## src/rtl/clos_pkg.sv

```systemverilog
package clos_pkg;
  // select width for a node of the given fan-in (at least one bit)
  function automatic int sel_w(int fanin);
    return (fanin > 1) ? $clog2(fanin) : 1;
  endfunction
endpackage

```

## src/rtl/clos_mux_node.sv

```systemverilog
module clos_mux_node #(
  parameter int FANIN  = 2,
  parameter int DATA_W = 8,
  parameter int SEL_W  = clos_pkg::sel_w(FANIN)
) (
  input  logic                    clk_i,
  input  logic                    rst_ni,
  input  logic [FANIN*DATA_W-1:0] data_i,
  input  logic [SEL_W-1:0]        sel_i,
  output logic [DATA_W-1:0]       data_o
);
  localparam logic [SEL_W:0] FANIN_L = (SEL_W+1)'(FANIN);

  logic [DATA_W-1:0] pick;

  always_comb begin
    pick = '0;
    for (int k = 0; k < FANIN; k++)
      if (sel_i == SEL_W'(k)) pick = data_i[k*DATA_W +: DATA_W];
  end

  always_ff @(posedge clk_i or negedge rst_ni)
    if (!rst_ni) data_o <= '0;
    else         data_o <= pick;


  out_of_range_zero_chk: assert property (@(posedge clk_i) disable iff (!rst_ni)
    ({1'b0, sel_i} >= FANIN_L) |=> (data_o == '0));


  sel_zero_pass_chk: assert property (@(posedge clk_i) disable iff (!rst_ni)
    (sel_i == '0) |=> (data_o == $past(data_i[DATA_W-1:0])));


  stable_hold_chk: assert property (@(posedge clk_i) disable iff (!rst_ni)
    ($past(rst_ni) && $stable(sel_i) && $stable(data_i)) |=> $stable(data_o));
endmodule

```

## src/rtl/clos_switch.sv

```systemverilog
module clos_switch #(
  parameter int IN_N   = 2,
  parameter int OUT_N  = 2,
  parameter int DATA_W = 8,
  parameter int SEL_W  = clos_pkg::sel_w(IN_N)
) (
  input  logic                    clk_i,
  input  logic                    rst_ni,
  input  logic [IN_N*DATA_W-1:0]  data_i,
  input  logic [OUT_N*SEL_W-1:0]  sel_i,
  output logic [OUT_N*DATA_W-1:0] data_o
);
  for (genvar o = 0; o < OUT_N; o++) begin : g_node
    clos_mux_node #(.FANIN(IN_N), .DATA_W(DATA_W), .SEL_W(SEL_W)) i_node (
      .clk_i  (clk_i),
      .rst_ni (rst_ni),
      .data_i (data_i),
      .sel_i  (sel_i[o*SEL_W +: SEL_W]),
      .data_o (data_o[o*DATA_W +: DATA_W])
    );
  end
endmodule

```

## src/rtl/clos_fabric.sv

```systemverilog
module clos_fabric #(
  parameter int DATA_W = 8,
  parameter int N1     = 2,
  parameter int R1     = 2,
  parameter int M      = 3,
  parameter int N2     = 2,
  parameter int R2     = 2,
  localparam int S1_W  = clos_pkg::sel_w(N1),
  localparam int S2_W  = clos_pkg::sel_w(R1),
  localparam int S3_W  = clos_pkg::sel_w(M),
  localparam int C1_W  = R1*M*S1_W,
  localparam int C2_W  = M*R2*S2_W,
  localparam int C3_W  = R2*N2*S3_W,
  localparam int CFG_W = C1_W + C2_W + C3_W,
  localparam int IN_P  = N1*R1,
  localparam int OUT_P = N2*R2
) (
  input  logic                    clk_i,
  input  logic                    rst_ni,
  input  logic [CFG_W-1:0]        cfg_i,
  input  logic [IN_P*DATA_W-1:0]  data_i,
  output logic [OUT_P*DATA_W-1:0] data_o
);
  // configuration travels with the data
  logic [C2_W-1:0] cfg2_q;
  logic [C3_W-1:0] cfg3_d1_q, cfg3_q;

  always_ff @(posedge clk_i or negedge rst_ni)
    if (!rst_ni) begin
      cfg2_q    <= '0;
      cfg3_d1_q <= '0;
      cfg3_q    <= '0;
    end else begin
      cfg2_q    <= cfg_i[C1_W +: C2_W];
      cfg3_d1_q <= cfg_i[C1_W+C2_W +: C3_W];
      cfg3_q    <= cfg3_d1_q;
    end

  logic [M*DATA_W-1:0]  ing_o [R1];
  logic [R1*DATA_W-1:0] mid_i [M];
  logic [R2*DATA_W-1:0] mid_o [M];
  logic [M*DATA_W-1:0]  egr_i [R2];

  for (genvar j = 0; j < R1; j++) begin : g_ing
    clos_switch #(.IN_N(N1), .OUT_N(M), .DATA_W(DATA_W), .SEL_W(S1_W)) i_sw (
      .clk_i  (clk_i),
      .rst_ni (rst_ni),
      .data_i (data_i[j*N1*DATA_W +: N1*DATA_W]),
      .sel_i  (cfg_i[j*M*S1_W +: M*S1_W]),
      .data_o (ing_o[j])
    );
    for (genvar t = 0; t < M; t++) begin : g_l1
      assign mid_i[t][j*DATA_W +: DATA_W] = ing_o[j][t*DATA_W +: DATA_W];
    end
  end

  for (genvar t = 0; t < M; t++) begin : g_mid
    clos_switch #(.IN_N(R1), .OUT_N(R2), .DATA_W(DATA_W), .SEL_W(S2_W)) i_sw (
      .clk_i  (clk_i),
      .rst_ni (rst_ni),
      .data_i (mid_i[t]),
      .sel_i  (cfg2_q[t*R2*S2_W +: R2*S2_W]),
      .data_o (mid_o[t])
    );
    for (genvar h = 0; h < R2; h++) begin : g_l2
      assign egr_i[h][t*DATA_W +: DATA_W] = mid_o[t][h*DATA_W +: DATA_W];
    end
  end

  for (genvar h = 0; h < R2; h++) begin : g_egr
    clos_switch #(.IN_N(M), .OUT_N(N2), .DATA_W(DATA_W), .SEL_W(S3_W)) i_sw (
      .clk_i  (clk_i),
      .rst_ni (rst_ni),
      .data_i (egr_i[h]),
      .sel_i  (cfg3_q[h*N2*S3_W +: N2*S3_W]),
      .data_o (data_o[h*N2*DATA_W +: N2*DATA_W])
    );
  end

  // edges since reset, used only by the check below
  logic [1:0] warm_q;
  always_ff @(posedge clk_i or negedge rst_ni)
    if (!rst_ni)              warm_q <= '0;
    else if (warm_q != 2'd3)  warm_q <= warm_q + 2'd1;


  egress_cfg_age_chk: assert property (@(posedge clk_i) disable iff (!rst_ni)
    (warm_q >= 2'd2) |-> (cfg3_q == $past(cfg_i[C1_W+C2_W +: C3_W], 2)));
endmodule

```

## config.mk

```make
export PLATFORM = sky130hd
export DESIGN_NAME = clos_fabric
export DESIGN_NICKNAME = d
export VERILOG_FILES = /design/src/rtl/clos_pkg.sv /design/src/rtl/clos_mux_node.sv /design/src/rtl/clos_switch.sv /design/src/rtl/clos_fabric.sv
export SDC_FILE = /design/constraint.sdc
export NUM_CORES = 1
export LEC_CHECK = 0
export BUFFER_PORTS_ARGS = -buffer_cell sky130_fd_sc_hd__buf_2
export CORE_ASPECT_RATIO = 0.7
export CORE_MARGIN = 8
export CORE_UTILIZATION = 60
export DETAILED_ROUTE_END_ITERATION = 10
export PLACE_DENSITY = 0.83
export SETUP_SLACK_MARGIN = 0.3
export SLEW_MARGIN = 25
export SYNTH_ARGS = -nofsm -noshare
export SYNTH_HDL_FRONTEND = slang
export SYNTH_HIERARCHICAL = 1
export SYNTH_SLANG_ARGS = --single-unit
```

## constraint.sdc

```tcl
create_clock -name clk_i -period 2.6 [get_ports clk_i]
set_clock_uncertainty 0.2 [all_clocks]
set_input_delay 0 -clock clk_i [delete_from_list [all_inputs] [get_ports clk_i]]
set_output_delay 0 -clock clk_i [all_outputs]
set_load 0.01 [all_outputs]
```

-- Word-level counts from Yosys, hierarchy flattened
Index checks and enable logic that the tools add are counted.
- register bits after elaboration: 150
- bits in latches: 0
- bits in writable memories: 0
- bits in read-only memories: 0
- input port bits: 54
- output and inout bits: 32
- word-level logic and storage cells: 55
- memories kept: 0
- add/sub/neg operators: 0
- multipliers: 0
- divide/modulo/power cells: 0
- order comparisons: 0
- eq/ne operators: 8
- shift-type cells: 0
- multiplexer cells: 24
- bitwise gates (word level): 0
- reduce and logical (&&, ||, !) cells: 4
- operator list (kind ; count):
    $mux 8 ; 24
    $eq 2x1->1 const B ; 4
    $eq 2x2->1 const B ; 4
    $logic_not 2->1 ; 4

-- Depth between registers and ports, before layout
- depth after elaboration: 4
- gate-level depth with buffers: 4
- mapped depth without buffers: 2

-- Modules after synthesis
The synthesis kept the hierarchy.
- by module, submodules not included (module ; instances ; cells an instance ; area each (um2) ; seq. area each (um2)):
    clos_mux_node at g_ing[0].i_sw.g_node[0].i_node ... ; 12 ; 17 ; 331.6 ; 200.2
    clos_mux_node at g_egr[0].i_sw.g_node[0].i_node ... ; 4 ; 28 ; 397.9 ; 200.2
    clos_fabric ; 1 ; 22 ; 550.5 ; 550.5

-- Worst setup path before layout
No wires, ideal clock.
- kind: register to register
- start point: register cfg3_q[1]
- end point: register g_egr[0].i_sw.g_node[0].i_node.data_o[0]
- library setup time: 123 ps
- arrival: 813 ps
- data required time: 2277 ps
- setup slack: 1464 ps
- stages on the path, launching flop included: 5
- path buffers: 2
- period minus slack after synthesis: 1136 ps
- cell sequence: dfrtp_1 -> buf_6 -> nor2b_4 -> buf_6 -> o2bb2ai_1
- longest elaborated chain between the ends: 4
- elaborated cells between the ends (all ways): 6
- those cells by class: eq/ne: 2; mux: 3; reduce/logical: 1
- RTL lines (element ; line ; source):
    start: declaration ; clos_fabric.sv:26 ; logic [C3_W-1:0] cfg3_d1_q, cfg3_q;
    start signal: assignment ; clos_fabric.sv:36 ; cfg3_q <= cfg3_d1_q;
    $logic_not 2->1 ; clos_mux_node.sv:19 ; if (sel_i == SEL_W'(k)) pick = data_i[k*DATA_W +: DATA_W];
    $mux 8 (2 in series) ; clos_mux_node.sv:19 ;
    $mux 8 (*) ; clos_mux_node.sv:19 ;
    via g_egr[0].i_sw.g_node[0].i_node.pick[0] ; clos_mux_node.sv:14 ; logic [DATA_W-1:0] pick;
    end signal: assignment ; clos_mux_node.sv:24 ; else data_o <= pick;
    end: declaration ; clos_mux_node.sv:10 ; output logic [DATA_W-1:0] data_o
The timed path passes the listed nets; every way through them passes the cells marked *.

==> reports/metrics.yaml <==
clock_tree:
  clkSinkCount: 150
  cts_hold_buf: 79
  numCtsBuffers: 17
  clockBufferDepth: 2
  root_buffer: "clkbuf_16"
  h-tree-depth: 4
  clock_latency_ps: 420
  post-cts-setup-buffers: 0
  cts_tree: "done"
  clk_pin_slew_ps: 60
  postCtsResizedCells: 0
timing:
  fin_tns_setup_ps: 0
  hold_ws_ps: 14.95
  rsz0062_at_grt: "no"
  finalHoldViolCount: 0
  drv_slew: 0
  min_period_ps: 1695
  final-setup-viol-count: 0
  slew_headroom: 0.6214
  tightest_slew_ps: 567.9
  max_clock_freq_ghz: 0.5900
  fin_crit_sh: 0.6519
setup_path:
  start_kind: "primary input"
  cp_max_fo: 65
  end_kind: "async pin"
  worstPathRequired_ps: 2960
  r2r_setup_slack_ps: 1150
  criticalPathCategory: "in -> async"
  critPathArrivalTime_ps: 2050
run_status:
  status: "finished clean"
yosys:
  async_flop_share: 1.000
  avgSynthCellArea_um2: 18.11
  ys_seq_elements: 150
  synth-compound-area-share: 0.04579
  synth_largest_area_cell: "dfrtp_1"
  synth_edf_count: 0
  synth.top_cell.area_share: 0.6132
  synth_top_family_by_area: "multiplexers"
  yosys.area_share.simple: 0.008994
  synth_seq_area_share: 0.6132
  synth_common_cells: "dfrtp_1, mux2_4, mux2i_1, o2bb2ai_1, buf_6"
  synth_area_um2: 6121
  synth_xor_area_frac: 0
  synthMuxAreaShare: 0.2878
  yosysMostFrequentCell: "dfrtp_1"
  synthAdderAreaFrac: 0
  synth_cells: 338
  yosys.cell_types.count: 6
  synth_ff_type: "dfrtp_1"
  syn_nets: 392
  yosys_warnings: 6
  synth_area_leaders: "dfrtp_1, mux2_4, mux2i_1"
grt:
  grt_use_met3: 0.05179
  met1_usage: 0.2505
  met2_usage: 0.3292
  grt_usage: 0.2013
  grt_max_degree: 66
  grt_overflow: 0
  grt.busiest_layer: "met2"
  grt_antenna_before_repair: 0
  grt_pass1_vias: 3825
  grt_pass1_wl_um: 20470
power:
  peakVddDrop_mv: 0.5974
  power_density_nw_per_um2: 733.1
  p_leak_nw: 3.812
routing:
  dr.pass1.iters: 5
  final_antenna_net_count: 0
  drc: 0
  routed_wl_um: 12810
  via_per_inst: 5.261
  num_vias: 3367
  routedWlPerCell_um: 20.01
  drt_iter0_drc: 106
place:
  place_hpwl_um: 8592
  port_buffers: 85
  gp_congestion: 0.8263
worst_hold_path:
  hold_class: "in -> reg"
floorplan:
  die_width_um: 136.7
  die_h_um: 100.5
  die_area_um2: 13740
  rows: 31
  start_util: 0.6046
  num_io_pins: 86
  coreArea_um2: 10120
cells_and_area:
  final_nets: 553
  area_delta_synth_final_pct: 28.05
  diodes: 0
  final_layout_size_suffix_gt1_frac: 0.4193
job:
  drv_cap: 0
## layout make-up
| cell class | instances | area, um^2 |
|---|---|---|
| fillers | 575 | 2286 |
| multi-input cells | 164 | 2097 |
| well taps | 132 | 165.2 |
| clock inverters | 4 | 70.07 |
| flip-flops and latches | 150 | 3754 |
| clock buffers | 24 | 501.7 |
| repair buffers | 166 | 1250 |
## cells by family after synthesis
| kind of cell | Yosys count |
|---|---|
| and+or+nand+nor | 4 |
| AOI/OAI and AO/OA | 32 |
| muxes | 128 |
| DFF | 150 |
| buffers and inverters | 24 |
## critical path, cell delays in order
cell and delay (ps):
dlygate4sd3_1 530, dlygate4sd3_1 560, buf_6 460, buf_4 460
## layout by cell type, fill, tap and decap left out, drive strengths merged
master,instances
dfrtp,150
nor2b,4
mux2i,32
buf,87
bufinv,2
clkinv,2
clkbuf,24
mux2,96
dlygate4sd3,79
o2bb2ai,32
## layer usage
layer	vias to the layer above	routed length, um
met4	0	244
li1	1524	-
met1	1709	5491
met2	112	6292
met5	-	0
met3	22	780
## sequential cells by signal, indices dropped and copies added (netlist names)
signal,count
g_ing.i_sw/g_node.i_node/data_o,48
cfg3_q,8
cfg3_d1_q,8
cfg2_q,6
g_egr.i_sw/g_node.i_node/data_o,32
g_mid.i_sw/g_node.i_node/data_o,48
## worst paths after layout
check	end	from	cells after the start
setup / recovery	cfg3_d1_q[6]	rst_ni	4
hold / removal	cfg2_q[0]	cfg_i[6]	2
setup reg to reg	g_egr[1].i_sw/g_node[0].i_node/data_o[5]	cfg3_q[4]	2
hold reg to reg	cfg3_q[7]	cfg3_d1_q[7]	0
max in group clk_i	g_ing[0].i_sw/g_node[0].i_node/data_o[7]	cfg_i[0]	4
min in group asynchronous	g_ing[1].i_sw/g_node[2].i_node/data_o[1]	rst_ni	3
## through the flow
stage               worst slack [ps]  power [mW]  utilization  cell area [um^2]  cells
finish                         905.1       5.746       0.7742              7838    640
CTS                            899.3       5.756       0.7742              7838    640
global placement                1298       3.277       0.6396              6475    533
global route                   707.5       5.958       0.7742              7838    640
detailed placement              1174       3.313       0.6396              6475    533
floorplan                       1464       3.082            -              6121    338
## power breakdown
group	internal (mW)	switching, mW	leakage, nW
Clock	1.51	0.839	0.284
Sequential	2.54	0.160	1.77
Combinational	0.423	0.265	1.75
Total	4.48	1.26	3.81
Power figures use the tool's default switching activity.
